## config.mk

```make
export PLATFORM = sky130hd
export DESIGN_NAME = card_clk_gen
export DESIGN_NICKNAME = d
export VERILOG_FILES = /design/src/rtl/ccg_pkg.sv /design/src/rtl/ccg_shadow.sv /design/src/rtl/ccg_slot.sv /design/src/rtl/ccg_base_gen.sv /design/src/rtl/card_clk_gen.sv
export SDC_FILE = /design/constraint.sdc
export NUM_CORES = 1
export LEC_CHECK = 0
export ABC_CLOCK_PERIOD_IN_PS = 5400
export BUFFER_PORTS_ARGS = -buffer_cell sky130_fd_sc_hd__clkbuf_2
export CAP_MARGIN = 5
export CELL_PAD_IN_SITES_DETAIL_PLACEMENT = 0
export CELL_PAD_IN_SITES_GLOBAL_PLACEMENT = 1
export CORE_ASPECT_RATIO = 1.75
export CORE_MARGIN = 3
export CORE_UTILIZATION = 51
export CTS_CLUSTER_SIZE = 12
export DETAILED_ROUTE_END_ITERATION = 8
export PLACE_DENSITY_LB_ADDON = 0.1
export SYNTH_ARGS = -nofsm -noshare
export SYNTH_HDL_FRONTEND = slang
export SYNTH_SLANG_ARGS = --single-unit
```

## constraint.sdc

```tcl
create_clock -name clk -period 5.4 [get_ports clk]
set_input_delay 0.27 -clock clk [delete_from_list [all_inputs] [get_ports clk]]
set_output_delay 0.27 -clock clk [all_outputs]
set_load 0.005 [all_outputs]
```

## src/rtl/ccg_pkg.sv

```systemverilog
package ccg_pkg;
    // Per-slot clock state
    typedef enum logic [1:0] {
        SLOT_STOP = 2'd0,
        SLOT_HIGH = 2'd1,
        SLOT_LOW  = 2'd2
    } slot_state_e;
endpackage

```

## src/rtl/ccg_shadow.sv

```systemverilog
module ccg_shadow #(
    parameter int NUM_SLOTS = 2,
    parameter int NUM_DIVS  = 4,
    parameter int DIV_W     = 8,
    parameter int BASE_W    = 4,
    localparam int SEL_W    = $clog2(NUM_DIVS),
    localparam int DIVS_W   = NUM_DIVS * DIV_W,
    localparam int SELS_W   = NUM_SLOTS * SEL_W
) (
    input  logic                 clk,
    input  logic                 rst_n,
    input  logic                 update_i,
    input  logic [DIVS_W-1:0]    div_i,
    input  logic [SELS_W-1:0]    sel_i,
    input  logic [NUM_SLOTS-1:0] en_i,
    input  logic [NUM_SLOTS-1:0] lp_i,
    input  logic [BASE_W-1:0]    per_i,
    input  logic [BASE_W-1:0]    hi_i,
    output logic [DIVS_W-1:0]    div_o,
    output logic [SELS_W-1:0]    sel_o,
    output logic [NUM_SLOTS-1:0] en_o,
    output logic [NUM_SLOTS-1:0] lp_o,
    output logic [BASE_W-1:0]    per_o,
    output logic [BASE_W-1:0]    hi_o
);

    always_ff @(posedge clk or negedge rst_n) begin
        if (!rst_n) begin
            div_o <= '0;
            sel_o <= '0;
            en_o  <= '0;
            lp_o  <= '0;
            per_o <= '0;
            hi_o  <= '0;
        end else if (update_i) begin
            div_o <= div_i;
            sel_o <= sel_i;
            en_o  <= en_i;
            lp_o  <= lp_i;
            per_o <= per_i;
            hi_o  <= hi_i;
        end
    end

    AST_HOLD_NO_UPD: assert property (@(posedge clk) disable iff (!rst_n)
        !update_i |=> ($stable(div_o) && $stable(sel_o) && $stable(en_o) &&
                       $stable(lp_o) && $stable(per_o) && $stable(hi_o)));

endmodule

```

## src/rtl/ccg_slot.sv

```systemverilog
module ccg_slot
    import ccg_pkg::*;
#(
    parameter int NUM_DIVS = 4,
    parameter int DIV_W    = 8,
    localparam int SEL_W   = $clog2(NUM_DIVS),
    localparam int DIVS_W  = NUM_DIVS * DIV_W
) (
    input  logic              clk,
    input  logic              rst_n,
    input  logic [DIVS_W-1:0] div_i,
    input  logic [SEL_W-1:0]  sel_i,
    input  logic              en_i,
    input  logic              lp_i,
    input  logic              busy_i,
    output logic              card_clk_o,
    output logic              card_ce_o
);

    slot_state_e      state_q, state_d;
    logic [DIV_W-1:0] cnt_q, cnt_d;
    logic [DIV_W-1:0] curn_q, curn_d;
    logic [DIV_W-1:0] sel_n;
    logic             run;
    logic             last_cyc;

    always_comb begin
        sel_n    = div_i[32'(sel_i) * DIV_W +: DIV_W];
        run      = en_i & ~(lp_i & ~busy_i);
        last_cyc = (cnt_q == curn_q - DIV_W'(1));
    end

    // Next-state logic
    always_comb begin
        state_d = state_q;
        cnt_d   = cnt_q;
        curn_d  = curn_q;
        unique case (state_q)
            SLOT_STOP: begin
                if (run) begin            // start
                    state_d = SLOT_HIGH;
                    cnt_d   = '0;
                    curn_d  = sel_n;
                end
            end
            SLOT_HIGH: begin
                if (curn_q == '0) begin
                    if (!run) begin       // bypass-stop
                        state_d = SLOT_STOP;
                        cnt_d   = '0;
                    end else begin        // bypass-repeat
                        cnt_d   = '0;
                        curn_d  = sel_n;
                    end
                end else if (last_cyc) begin  // end-of-high
                    state_d = SLOT_LOW;
                    cnt_d   = '0;
                end else begin
                    cnt_d   = cnt_q + DIV_W'(1);
                end
            end
            SLOT_LOW: begin
                if (last_cyc) begin
                    cnt_d = '0;
                    if (run) begin        // restart
                        state_d = SLOT_HIGH;
                        curn_d  = sel_n;
                    end else begin        // park
                        state_d = SLOT_STOP;
                    end
                end else begin
                    cnt_d = cnt_q + DIV_W'(1);
                end
            end
            default: begin
                state_d = SLOT_STOP;
                cnt_d   = '0;
            end
        endcase
    end

    // State register
    always_ff @(posedge clk or negedge rst_n) begin
        if (!rst_n) begin
            state_q <= SLOT_STOP;
            cnt_q   <= '0;
            curn_q  <= '0;
        end else begin
            state_q <= state_d;
            cnt_q   <= cnt_d;
            curn_q  <= curn_d;
        end
    end

    // Outputs
    always_comb begin
        card_clk_o = (state_q == SLOT_HIGH);
        card_ce_o  = (state_q == SLOT_HIGH) && (cnt_q == '0);
    end

    AST_RISE_WITH_CE: assert property (@(posedge clk) disable iff (!rst_n)
        $rose(card_clk_o) |-> card_ce_o);

    AST_FULL_HIGH: assert property (@(posedge clk) disable iff (!rst_n)
        ($fell(card_clk_o) && $past(curn_q) != '0) |->
            ($past(cnt_q) == $past(curn_q) - DIV_W'(1)));

    AST_PARK_FROM_LOW: assert property (@(posedge clk) disable iff (!rst_n)
        (state_q == SLOT_STOP && $past(state_q) != SLOT_STOP) |->
            ($past(state_q) == SLOT_LOW || $past(curn_q) == '0));

    AST_OFF_STAYS: assert property (@(posedge clk) disable iff (!rst_n)
        (state_q == SLOT_STOP && !en_i) |=> (state_q == SLOT_STOP));

endmodule

```

## src/rtl/ccg_base_gen.sv

```systemverilog
module ccg_base_gen #(
    parameter int BASE_W = 4
) (
    input  logic              clk,
    input  logic              rst_n,
    input  logic [BASE_W-1:0] per_i,
    input  logic [BASE_W-1:0] hi_i,
    output logic              base_clk_o
);

    logic [BASE_W-1:0] bcnt_q;
    logic [BASE_W-1:0] bp_q;
    logic [BASE_W-1:0] bh_q;
    logic              wrap;

    always_comb wrap = (bcnt_q >= bp_q);

    always_ff @(posedge clk or negedge rst_n) begin
        if (!rst_n) begin
            bcnt_q <= '0;
            bp_q   <= '0;
            bh_q   <= '0;
        end else if (wrap) begin
            bcnt_q <= '0;
            bp_q   <= per_i;
            bh_q   <= hi_i;
        end else begin
            bcnt_q <= bcnt_q + BASE_W'(1);
        end
    end

    always_comb base_clk_o = (bcnt_q <= bh_q);

    AST_BASE_RISE_AT_WRAP: assert property (@(posedge clk) disable iff (!rst_n)
        $rose(base_clk_o) |-> (bcnt_q == '0));

    AST_BASE_HOLD_MIDPERIOD: assert property (@(posedge clk) disable iff (!rst_n)
        ($past(bcnt_q) < $past(bp_q)) |-> ($stable(bp_q) && $stable(bh_q)));

endmodule

```

## src/rtl/card_clk_gen.sv

```systemverilog
module card_clk_gen #(
    parameter int NUM_SLOTS = 2,
    parameter int NUM_DIVS  = 4,
    parameter int DIV_W     = 8,
    parameter int BASE_W    = 4,
    localparam int SEL_W    = $clog2(NUM_DIVS),
    localparam int DIVS_W   = NUM_DIVS * DIV_W,
    localparam int SELS_W   = NUM_SLOTS * SEL_W
) (
    input  logic                 clk,
    input  logic                 rst_n,
    input  logic [DIVS_W-1:0]    div_val_i,
    input  logic [SELS_W-1:0]    slot_sel_i,
    input  logic [NUM_SLOTS-1:0] slot_en_i,
    input  logic [NUM_SLOTS-1:0] slot_lp_i,
    input  logic [NUM_SLOTS-1:0] slot_busy_i,
    input  logic                 update_i,
    input  logic [BASE_W-1:0]    base_period_i,
    input  logic [BASE_W-1:0]    base_high_i,
    output logic [NUM_SLOTS-1:0] card_clk_o,
    output logic [NUM_SLOTS-1:0] card_ce_o,
    output logic                 base_clk_o
);

    logic [DIVS_W-1:0]    act_div;
    logic [SELS_W-1:0]    act_sel;
    logic [NUM_SLOTS-1:0] act_en;
    logic [NUM_SLOTS-1:0] act_lp;
    logic [BASE_W-1:0]    act_per;
    logic [BASE_W-1:0]    act_hi;

    ccg_shadow #(
        .NUM_SLOTS (NUM_SLOTS),
        .NUM_DIVS  (NUM_DIVS),
        .DIV_W     (DIV_W),
        .BASE_W    (BASE_W)
    ) u_shadow (
        .clk      (clk),
        .rst_n    (rst_n),
        .update_i (update_i),
        .div_i    (div_val_i),
        .sel_i    (slot_sel_i),
        .en_i     (slot_en_i),
        .lp_i     (slot_lp_i),
        .per_i    (base_period_i),
        .hi_i     (base_high_i),
        .div_o    (act_div),
        .sel_o    (act_sel),
        .en_o     (act_en),
        .lp_o     (act_lp),
        .per_o    (act_per),
        .hi_o     (act_hi)
    );

    for (genvar s = 0; s < NUM_SLOTS; s++) begin : g_slot
        ccg_slot #(
            .NUM_DIVS (NUM_DIVS),
            .DIV_W    (DIV_W)
        ) u_slot (
            .clk        (clk),
            .rst_n      (rst_n),
            .div_i      (act_div),
            .sel_i      (act_sel[s*SEL_W +: SEL_W]),
            .en_i       (act_en[s]),
            .lp_i       (act_lp[s]),
            .busy_i     (slot_busy_i[s]),
            .card_clk_o (card_clk_o[s]),
            .card_ce_o  (card_ce_o[s])
        );
    end

    ccg_base_gen #(
        .BASE_W (BASE_W)
    ) u_base (
        .clk        (clk),
        .rst_n      (rst_n),
        .per_i      (act_per),
        .hi_i       (act_hi),
        .base_clk_o (base_clk_o)
    );

endmodule

```

# ---- After elaboration in Yosys (flattened, before gate mapping)
# Index checks and enable logic that the tools add are counted.
dict set report totals {
  reg_bits 96
  in_bits 53
  output_inout_bits 5
  word_cells 93
}
dict set report op_classes {
  addsub 5
  magnitude_cmp 2
  eq_ne 16
  shift 2
  n_mux 31
  n_bitwise 8
  reduce_logical 14
}
# op count
set ops {}
lappend ops {{$mux W8} 12}
lappend ops {{$pmux W8 S3} 4}
lappend ops {{$shiftx A32 B6 Y8} 2}
lappend ops {{$logic_not A8 Y1} 4}
lappend ops {{$mux W2} 10}
lappend ops {{$add A8 B1 Y8 const B} 2}
lappend ops {{$eq A8 B8 Y1} 2}
lappend ops {{$sub A8 B1 Y8 const B} 2}
lappend ops {{$ne A3 B3 Y1 const B} 4}
lappend ops {{$pmux W2 S3} 2}
lappend ops {{$ne A2 B1 Y1 const B} 4}
lappend ops {{$reduce_and A4 Y1} 2}
lappend ops {{$reduce_and A3 Y1} 2}
lappend ops {{$reduce_bool A3 Y1} 2}
lappend ops {{$add A4 B1 Y4 const B} 1}
lappend ops {{$and A1 B1 Y1} 4}
lappend ops {{$eq A2 B1 Y1 const B} 2}
lappend ops {{$eq A2 B2 Y1 const B} 2}
lappend ops {{$ge A4 B4 Y1} 1}
lappend ops {{$le A4 B4 Y1} 1}
lappend ops {{$logic_not A2 Y1} 2}
lappend ops {{$mux W4} 1}
lappend ops {{$ne A2 B2 Y1 const B} 2}
lappend ops {{$not A1 Y1} 4}
lappend ops {{other kinds (2)} 4}

# ---- Longest topological paths before layout
# Gate-level depths: netlist of the first run.
dict set report logic_depth {
  ltp_word 7
  ltp_mapped 9
  ltp_nobuf 8
}

# ---- Modules after synthesis
# Synthesis of the first run repeated with hierarchy kept, for this count alone.
dict set report unflattened {
  hier_cells 467
  hier_area_um2 5527.8
}
# module instances cells_per_inst area_per_inst_um2 seq_area_each_um2
set by_module_without_submodules {}
lappend by_module_without_submodules {ccg_shadow 1 101 1860.5 1201.2}
lappend by_module_without_submodules {{ccg_slot at g_slot[1].u_slot} 1 156 1507.7 450.4}
lappend by_module_without_submodules {{ccg_slot at g_slot[0].u_slot} 1 154 1462.7 450.4}
lappend by_module_without_submodules {ccg_base_gen 1 56 696.9 300.3}

# ---- Worst setup path before layout of the first run
# OpenSTA, ideal clock, no wires.
dict set report synth_timing {
  path_type {register to register}
  from {reg g_slot[0].u_slot.curn_q[2]}
  to {reg g_slot[0].u_slot.curn_q[0]}
  setup_time_ps 125
  arrival_ps 2544
  required_ps 5275
  setup_slack_ps 2731
  path_stages_with_launch 8
  n_path_buf 1
  synth_period_minus_slack_ps 2669
  cell_sequence {dfrtp_1 buf_6 or4_1 or3_1 a2111oi_2 nand4_2 a21oi_4 mux2_2}
}
dict set report synth_via {
  elab_chain_len 4
  elab_cells_between_ends 6
  classes_between {add/sub (1); eq/ne (3); reduce/logical (2)}
}
# item line
set synth_rtl {}
lappend synth_rtl {{from (decl)} ccg_slot.sv:22} ;# logic [DIV_W-1:0] curn_q, curn_d;
lappend synth_rtl {{from (signal assigned)} ccg_slot.sv:91} ;# curn_q <= curn_d;
lappend synth_rtl {{$sub A8 B1 Y8} ccg_slot.sv:30} ;# last_cyc = (cnt_q == curn_q - DIV_W'(1));
lappend synth_rtl {{$eq A8 B8 Y1} ccg_slot.sv:30}
lappend synth_rtl {{$ne A2 B1 Y1 (no line)} n/a}
lappend synth_rtl {{$reduce_and A3 Y1 (no line) *} n/a}
# Every way passes the cells marked *; elsewhere a longest branch is shown, timed or not.
# A chain may end at the register's enable or synchronous reset.

# ---- Final worst setup path of the first run
dict set report layout_timing {
  from {reg g_slot[0].u_slot.curn_q[2]}
  to {reg g_slot[0].u_slot.curn_q[5]}
}
# Same word-level chain as after synthesis.

==> impl_results.md, run 1 <==
- Crit path kind: register to register
- Clock tree sinks: between 90 and 100
- Met2 usage: a little over a third
- DIE AREA: roughly 12000 um^2
- Final worst-path cycle share: approximately 57%
- Synth cell types: 53
- Drt via density: 5.78
- Die extent in y: approximately 140 um
- Setup TNS: 0 ps
- Final wirelength: ~11000 um
- Critical path capture point type: register
- Register bit count reported by yosys: 96
- Initial drt markers: ~210
- Synth top area share: between 40% and 50%
- DPL Wire Length: ~7900 um
- Number of buffers added for setup after CTS: 0
- P_int: about 0.0016 W
- Clk_skew: 5.04 ps
- Post-DRT Antenna Nets: 0
- Top post-synthesis cells by area: dfrtp_1 45%, mux2_2 16%, mux4_2 6.8%
- P&R area growth vs syn: 12.9%
- Site row count: 48
- Critical Path AT: roughly 3300 ps
- VDD IR max: approximately 300 uV
- Slowest-stage cell, CP: or4_1
- Initial antenna violation count: 0
- Worst-path clk slew: 70 ps
- Worst-path cell chain: or4_1, or3_1, a2111oi_2, nand4_2, a21oi_4, mux2_2
- Yosys warning count: 0
- Avg Cell Area, Syn: around 12 um^2
- Vias in the first global route: ~3800
- Tot Pwr: around 0.0024 W
- CP Launch Type: register
- Routed vias: between 3000 and 4000
- Leak Pwr: roughly 2.7 nW
- Sw frac: a little under a third
- Skew-Pair Late Insertion Delay: between 300 and 400 ps
- Flop pwr share: 41.3%
- Final Worst Setup Slack: 2330 ps
- Register area share after synthesis: a little under half
- RePlAce Congestion: 0.822
- Die Span X: 83.0 um
- Crit path max fanout: 13
- Grt met1 use: between 20% and 30%
- RSZ-0062 raised after global routing: false
- Initial core utilization: 53.0%
- Status: complete, no violations
- Most frequent cell after synthesis: dfrtp_1
- Area leader, netlist: dfrtp_1
- Ant. Diodes: 0
- Power per cell area: ~390 nW/um^2
- GRT Util Overall: a little under a fifth
- Tightest Pin Transition: ~980 ps
- Final instance area: between 5000 and 6000 um^2
- Share of layout cells above drive strength 1: 34.4%
- Layer with the highest usage: met2
- Syn_nets: roughly 520
- Max Cap Violations: 0
- Post-synth ARST share: 100%
- Crit path required time: 5630 ps
- NumNets Final: 574
- Psw: roughly 0.00073 W
- DP Worst Slack: around 2300 ps
- Max-slew headroom: a little over a third
- Syn Inst Count: approximately 450
- Final Hold Fails: 0
- Avg WL per Cell: ~17 um
- Root buf cell: clkbuf_16
- CTS buffer count: 9
- Io pins: between 50 and 60
- Largest net degree at the start of global routing: 70
- Core Util, Final: approximately three fifths
- Syn Std Cell Area: 5290 um^2
- Number of synthesized flops with an enable pin: 0
- Placed instance area: ~5600 um^2
- Buffer depth of the longest clock path: 2
- Global-route wire length before repair: around 18000 um
- Crit path time final: around 3100 ps
- Crit path largest cell delay: 560 ps
- Final setup fails: 0
- Main flop type after synthesis: dfrtp_1
- Logic pwr share: between 30% and 40%
- Gr ovfl total: 0
- DR pass1 iterations: 6
- Pins over their slew limit: 0
- Hold WC Path Type: input pin to register
- Clk network pwr share: 28.1%
- CTS tree: done
- Drt drc: 0
- # H-tree levels: 3
- Placeable Area: about 10000 um^2
- Port-buffer cells: 57
- Met3 Resource Use GR: about 3.3%
- Max Freq: 326 MHz
- Top cells by count, synth: 96 x dfrtp_1, 75 x mux2_2, 35 x inv_1
==> repair_timing <==
item / in CTS / in global routing
endpoints found under the hold margin: 27 / 0
hold buffers: 1 / 0
setup endpoints to repair: 0 / 0
resized for setup: 0 / 0
==> cell usage in the layout (no fill, tap or decap), types with 3 or more instances in the layout <==
cell,Yosys,final
nand2b_1,8,8
xnor2_1,6,6
nor4_1,5,5
mux2_2,75,75
nand2_1,22,22
mux2i_1,3,3
a21oi_1,10,10
dfrtp_1,96,96
and2_1,7,7
nand3_1,13,13
inv_1,35,35
ha_1,26,26
buf_4,4,3
o22ai_1,10,10
nor3_1,5,5
nor2_1,14,14
nand4_1,4,4
or3_1,4,4
xor2_1,9,9
nor4b_1,3,3
a21o_1,3,3
clkbuf_16,0,9
clkbuf_2,0,56
mux4_2,16,16
a31oi_1,10,10
o21ai_0,8,8
==> critical path, delay by kind of cell, from the launching register on <==
family | cells | cell delay [ps]
flip-flops | 1 | 450
multiplexers | 1 | 380
AND/OR/NAND/NOR | 3 | 1300
AO/OA/AOI/OAI | 2 | 820
==> layout make-up <==
cell class | count | area [um^2]
flip-flops and latches | 96 | 2400
clock buffers | 10 | 239
clock inverters | 6 | 75.1
inverters | 35 | 131
well taps | 125 | 156
repair buffers | 60 | 313
fillers | 877 | 4000
multi-input cells | 293 | 2650
==> kinds of logic (layout without fill, tap and decap cells) <==
logic type      Yosys count  after routing  synth area share, %
flops                    96             96                 45.4
simple gates             97             97                 9.87
compound gates           60             60                 7.90
xor+xnor                 16             16                 2.91
buf+inv                  56            111                 4.40
fa+ha+maj                26             26                 6.15
mux                      94             94                 23.3
==> flip-flops by register name (all words and copies together) (netlist names) <==
name / cells
u_shadow.per_o: 4
u_base.bh_q: 4
u_base.bcnt_q: 4
g_slot.u_slot.curn_q: 16
u_shadow.div_o: 32
u_base.bp_q: 4
u_shadow.lp_o: 2
u_shadow.hi_o: 4
u_shadow.en_o: 2
g_slot.u_slot.cnt_q: 16
u_shadow.sel_o: 4
g_slot.u_slot.state_q: 4
==> stage by stage <==
step                      cells  hold WS, ps
after floorplan             445        -25.6
after global placement      608          215
final                       625          138
after detailed placement    608          218
after global routing        625          137
after CTS                   625          127
==> power by group through the flow <==
stage | registers, W | clock network [W] | logic [W]
floorplan | 0.000932 | 0 | 0.000603
global placement | 0.000979 | 0 | 0.000704
detailed placement | 0.000986 | 0 | 0.000726
CTS | 0.000974 | 0.000675 | 0.000733
global route | 0.000996 | 0.000707 | 0.000808
finish | 0.000973 | 0.000662 | 0.000720
==> path summary, 6_finish.rpt <==
check                                                 from                         end  slack, ps  depth (start not counted)
worst max-delay path            g_slot[0].u_slot.curn_q[2]  g_slot[0].u_slot.curn_q[5]       2330                          6
worst min-delay path                          slot_lp_i[1]            u_shadow.lp_o[1]        140                          3
worst max register to register  g_slot[0].u_slot.curn_q[2]  g_slot[0].u_slot.curn_q[5]       2330                          6
worst min register to register            u_shadow.hi_o[2]            u_shadow.hi_o[2]        500                          1
max in group asynchronous                            rst_n            u_base.bcnt_q[2]       3830                          3
min in group asynchronous                            rst_n   g_slot[0].u_slot.cnt_q[3]        380                          2
==> layer usage <==
metal / vias up / share of wire [%]
li1: 1708 / -
met1: 1814 / 40
met2: 74 / 54
met3: 18 / 3.1
met4: 0 / 2.8
met5: - / 0
(Power assumes the default switching activity.)
==> run 2: changes to the inputs <==
Settings changed: ABC_CLOCK_PERIOD_IN_PS 5400 to 2930, CORE_UTILIZATION 51 to 48.
Clock period 5.4 ns to 2.93 ns, I/O delays scaled along.
==> run 2 against run 1 <==
Die area rose by 5.9%. Largest cell class unchanged. Critical path depth rose by 1. Clock skew rose by 6.9 ps. Highest routed layer unchanged.
==> impl_results.md, run 2 (same netlist as run 1, synthesis figures left out) <==
- Global-route wire length before repair: 18300 um (+2.1%)
- Drt via density: 5.60 (-3.2%)
- RePlAce Congestion: 0.814 (-0.96%)
- Most common cell after layout, fill and taps aside: dfrtp_1
- Max-slew headroom: 47.0% (+12 points)
- Routed vias: 3572 (-1.2%)
- VDD IR max: 451 uV (+50%)
- Tot Pwr: 0.00430 W (+83%)
- Post-DRT Antenna Nets: 0 (unchanged)
- Critical path capture point type: register
- Pins over their slew limit: 0 (unchanged)
- Reg-to-Reg Start: g_slot[0].u_slot.curn_q[0]
- Worst hold start: div_val_i[3]
- Die extent in y: 145 um (+2.9%)
- Biggest regs: u_shadow.div_o (32), g_slot.u_slot.cnt_q (16), g_slot.u_slot.curn_q (16)
- Ant. Diodes: 0 (unchanged)
- WHS Path Cells: 2 (-1)
- Clock tree sinks: 96 (unchanged)
- Final worst-path cycle share: 92.1% (+35 points)
- Die Span X: 85.4 um (+2.9%)
- Status: complete, no violations
- Avg WL per Cell: 17.0 um (-0.10%)
- Final wirelength: 10800 um (+2.0%)
- Leak Pwr: 2.73 nW (+1.3%)
- Clk_skew: 11.9 ps (+6.87 ps)
- Final Hold Fails: 0 (unchanged)
- Power per cell area: 713 nW/um^2 (+81%)
- Initial core utilization: 49.2% (-3.9 points)
- DR pass1 iterations: 6 (unchanged)
- R2R cell count: 7 (+1)
- Critical Path AT: 2920 ps (-380 ps)
- Gr ovfl total: 0 (unchanged)
- Setup TNS: 0 ps (unchanged)
- Site row count: 50 (+4.2%)
- Max reg flops: 32 (unchanged)
- Max Cap Violations: 0 (unchanged)
- Hold Crit Endpoint: u_shadow.div_o[3]
- FILL cells: 912 (+4.0%)
- Hold WC Path Type: input pin to register
- CP Launch Type: register
- Post-cts sizing count: 0 (unchanged)
- Crit path kind: register to register
- Port-buffer cells: 57 (unchanged)
- GRT Util Overall: 19.0% (-0.16 points)
- Crit path max fanout: 12 (-1)
- Crit path time final: 2700 ps (-373 ps)
- CTS buffer count: 9 (unchanged)
- FF-to-FF End: g_slot[0].u_slot.state_q[0]
- Placeable Area: 10800 um^2 (+7.9%)
- Reg2reg setup slack: 230 ps (-2100 ps)
- NumNets Final: 582 (+1.4%)
- Io pins: 58 (unchanged)
- CTS tree: done
- CP startpoint: g_slot[0].u_slot.curn_q[0]
- Worst-path clk slew: 70 ps (about the same)
- Root buf cell: clkbuf_16
- Most flops, register: u_shadow.div_o
- Drt drc: 0 (unchanged)
- Final setup fails: 0 (unchanged)
- Largest net degree at the start of global routing: 60 (-14%)
- DPL Wire Length: 8120 um (+2.2%)
- P&R area growth vs syn: 14.0%
- Initial drt markers: 155 (-26%)
- # H-tree levels: 3 (unchanged)
- Buffer depth of the longest clock path: 2 (unchanged)
- Share of layout cells above drive strength 1: 35.4% (+1.0 points)
- DIE AREA: 12400 um^2 (+5.9%)
- Tightest Pin Transition: 795 ps (-183 ps)
- Vias in the first global route: 3790 (-0.97%)
- CTS Hold Buffers Added: 1 (unchanged)
- RSZ-0062 raised after global routing: false
- Initial antenna violation count: 0 (unchanged)
- Max Freq: 371 MHz (+14%)
- Skew-Pair Late Insertion Delay: 340 ps (about the same)
- Crit path required time: 3150 ps (-2480 ps)
- Number of buffers added for setup after CTS: 0 (unchanged)
- Commonest non-fill, non-tap cells in the layout: 96 x dfrtp_1, 75 x mux2_2, 56 x clkbuf_2
==> run 2: cell count changes in the layout (fill, tap and decap cells not counted), sizes merged <==
cell	before	now
buf	3	11
bufinv	1	0
clkbuf	66	67
==> run 2: power breakdown <==
part / switching (W) / internal [W] / total [W]
Clock: 0.000517 / 0.000629 / 0.00115
Combinational: 0.000596 / 0.000761 / 0.00136
Sequential: 0.000237 / 0.00156 / 0.00180
Total: 0.00135 / 0.00295 / 0.00430
==> run 2: critical path: stages, from the launching register on <==
cell and delay, ps:
dfrtp_1 370, or4_1 560, or3_1 340, a2111oi_2 390
nand4_2 190, buf_4 220, a21oi_1 170, mux2_2 350
==> run 2: routing by layer <==
layer	track usage (%)	vias to the layer above	wire length [um]
li1	-	1726	-
met1	21.1	1774	4280
met2	36.7	60	6140
met3	2.44	12	297
met4	6.42	0	126
met5	0	-	0
==> run 2: worst max path at each step <==
stage,endpoint,slack [ps],cells after the start
final,g_slot[0].u_slot.state_q[0],230,7
after detailed placement,g_slot[0].u_slot.state_q[0],240,7
after CTS,g_slot[0].u_slot.state_q[0],230,7
after global routing,g_slot[1].u_slot.curn_q[3],20,8
after floorplan,g_slot[0].u_slot.curn_q[0],260,7
after global placement,g_slot[0].u_slot.state_q[0],290,7
==> run 2: per-stage QoR <==
step | setup slack [ps] | util (%) | hold slack, ps | cell area [um^2] | instances
3_3_place_gp | 293 | 53.2 | 274 | 5730 | 621
6_report | 231 | 56.0 | 29.1 | 6030 | 638
4_1_cts | 226 | 56.0 | 22.1 | 6030 | 638
3_5_place_dp | 238 | 53.2 | 284 | 5730 | 621
2_1_floorplan | 261 | - | -149 | 5290 | 445
5_1_grt | 20.3 | 56.0 | 33.3 | 6030 | 638
==> run 2: layout make-up <==
type                            count  area, um^2  area share [%]
Tap cell                          130         163            2.70
Clock inverter                      5        38.8           0.644
Clock buffer                       11         253            4.19
Inverter                           35         131            2.18
Multi-Input combinational cell    293        2650            44.0
Timing Repair Buffer               68         385            6.39
Sequential cell                    96        2400            39.9
==> run 3: changes to the inputs <==
Settings changed: ABC_CLOCK_PERIOD_IN_PS 2930 to 2700.
Clock period 2.93 ns to 2.7 ns, I/O delays scaled along.
==> run 3 against run 2 <==
Fmax up 3.8%. Worst setup slack got worse by 130 ps. Register-to-register slack got worse by 130 ps. Sequential share of layout area down 0.55 points. Sequential power is 8% higher. Final cell count is 0.78% higher. Wire length shrank 1.1%. Combinational power grew 11%. Critical path depth is 1 lower. Global-route usage barely moved. Worst hold slack got worse by 7.2 ps. Via count rose by 2.7%.
==> impl_results.md, run 3 (same netlist as run 1, synthesis figures left out) <==
- Critical path capture point type: register
- Status: complete, no violations
- Worst path bufs/invs: 0 (-1)
- Skew-Pair Late Insertion Delay: 340 ps (about the same)
- # H-tree levels: 3 (unchanged)
- Die extent in y: 145 um (unchanged)
- Share of layout cells above drive strength 1: 36.6% (+1.2 points)
- Die Span X: 85.4 um (unchanged)
- Final worst-path cycle share: 96.3% (+4.2 points)
- Placeable Area: 10800 um^2 (unchanged)
- P&R area growth vs syn: 15.6%
- Register area: 2400 um^2 (unchanged)
- Final instance area: 6110 um^2 (+1.4%)
- Drt via density: 5.70 (+1.9%)
- Global-route wire length before repair: 18400 um (+0.30%)
- Avg WL per Cell: 16.7 um (-1.9%)
- Crit path kind: register to register
- Clk_skew: 7.70 ps (-4.22 ps)
- Leak Pwr: 2.75 nW (+0.74%)
- Crit path max fanout: 8 (-4)
- GRT Util Overall: 19.0% (about the same)
- Gr ovfl total: 0 (unchanged)
- DIE AREA: 12400 um^2 (unchanged)
- Number of buffers added for setup after CTS: 0 (unchanged)
- Hold_ws: 21.9 ps (-7.17 ps)
- VDD IR max: 664 uV (+47%)
- Final Hold Fails: 0 (unchanged)
- Max reg flops: 32 (unchanged)
- Max Cap Violations: 0 (unchanged)
- Most flops, register: u_shadow.div_o
- Root buf cell: clkbuf_16
- Power per cell area: 760 nW/um^2 (+6.6%)
- CTS tree: done
- Site row count: 50 (unchanged)
- Vias in the first global route: 3798 (+0.21%)
- Slowest-stage cell, CP: or4_4
- Initial drt markers: 121 (-22%)
- Largest net degree at the start of global routing: 59 (-1.7%)
- Initial antenna violation count: 0 (unchanged)
- Critical Path AT: 2820 ps (-100 ps)
- Crit path largest cell delay: 540 ps (-20 ps)
- Final setup fails: 0 (unchanged)
- CP Launch Type: register
- Routed vias: 3667 (+2.7%)
- Biggest regs: u_shadow.div_o (32), g_slot.u_slot.cnt_q (16), g_slot.u_slot.curn_q (16)
- Buffer depth of the longest clock path: 2 (unchanged)
- Hold WC Path Type: input pin to register
- Drt drc: 0 (unchanged)
- RSZ-0062 raised after global routing: true
- Most common cell after layout, fill and taps aside: dfrtp_1
- Post-DRT Antenna Nets: 0 (unchanged)
- DPL Wire Length: 8170 um (+0.69%)
- Crit path required time: 2920 ps (-230 ps)
- Commonest non-fill, non-tap cells in the layout: 96 x dfrtp_1, 73 x mux2_2, 56 x clkbuf_2
- Crit path time final: 2600 ps (-98.8 ps)
- Tightest Pin Transition: 748 ps (-47.0 ps)
- DR pass1 iterations: 4 (-2)
- Pins over their slew limit: 0 (unchanged)
- Io pins: 58 (unchanged)
- CTS buffer count: 9 (unchanged)
- Placed instance area: 5760 um^2 (+0.66%)
- Max Freq: 385 MHz (+3.8%)
- Worst-path clk slew: 70 ps (about the same)
- FILL cells: 979 (+7.3%)
- Final wirelength: 10700 um (-1.1%)
- Clock tree sinks: 96 (unchanged)
- CP delay by family, top: simple AND/OR/NAND/NOR gates
- Initial core utilization: 49.2% (unchanged)
- Port-buffer cells: 57 (unchanged)
- Max-slew headroom: 49.5% (+2.5 points)
- RePlAce Congestion: 0.812 (-0.27%)
- Ant. Diodes: 0 (unchanged)
- Tot Pwr: 0.00465 W (+8.1%)
- Multi-input gate area: 2700 um^2 (+1.7%)
- NumNets Final: 588 (+1.0%)
- Worst-path cell chain: or4_4, or3_4, a2111oi_4, nand4_2, a21oi_4, mux2_2
## run 3: cell count changes in the layout (fill, tap and decap cells not counted), sizes merged
cell and delta:
clkinvlp +2, inv +1, clkbuf -2, clkinv -2
dlygate4sd3 +1, buf +5
## run 3: final timing paths
| check | start | to | slack [ps] | depth (start not counted) |
|---|---|---|---|---|
| worst min-delay path | slot_en_i[1] | u_shadow.en_o[1] | 20 | 2 |
| worst max-delay path | g_slot[0].u_slot.curn_q[0] | g_slot[0].u_slot.curn_q[7] | 100 | 6 |
| max in group asynchronous | rst_n | u_shadow.per_o[1] | 1620 | 3 |
| worst max register to register | g_slot[0].u_slot.curn_q[0] | g_slot[0].u_slot.curn_q[7] | 100 | 6 |
| worst min register to register | u_shadow.per_o[3] | u_shadow.per_o[3] | 500 | 1 |
| min in group asynchronous | rst_n | g_slot[0].u_slot.cnt_q[1] | 410 | 2 |
## run 3: timing repair
item                       in CTS  in global routing
hold buffers                    2                  0
resized for setup               0                  9
setup endpoints to repair       0                 18
hold endpoints to repair       58                  0
## run 3: routing by layer
metal	global-route usage [%]	vias up	share of wire, %
li1	-	1746	-
met1	22.0	1812	39
met4	7.42	0	2.7
met3	3.34	23	3.6
met5	0	-	0
met2	34.4	86	55
## run 3: final cells by class
cell class	count	area share [%]
sequential	96	39.3
clock inverter	6	0.880
clock buffer	9	3.68
timing repair buffer	74	7.14
inverter	35	2.15
tap	130	2.66
multi-input combinational	293	44.2
## run 3: worst register-to-register path, cell delays in order, from the launching register on
cell and delay, ps:
dfrtp_1 380, or4_4 540, or3_4 350, a2111oi_4 350
nand4_2 170, a21oi_4 320, mux2_2 370
## run 3: power breakdown
part	switching, W	total (W)	leakage [nW]	internal (W)
Clock	0.000567	0.00120	0.128	0.000635
Combinational	0.000666	0.00151	1.46	0.000841
Sequential	0.000243	0.00194	1.16	0.00169
Total	0.00148	0.00465	2.75	0.00317
## run 3: stage by stage
stage               utilization, %  setup slack (ps)  TNS [ps]  instances
floorplan                        -              30.9         0        445
global placement              53.6              72.2         0        626
detailed placement            53.6              13.8         0        626
CTS                           56.3              3.87         0        643
global route                  56.8             -20.7      -102        643
finish                        56.8              99.9         0        643
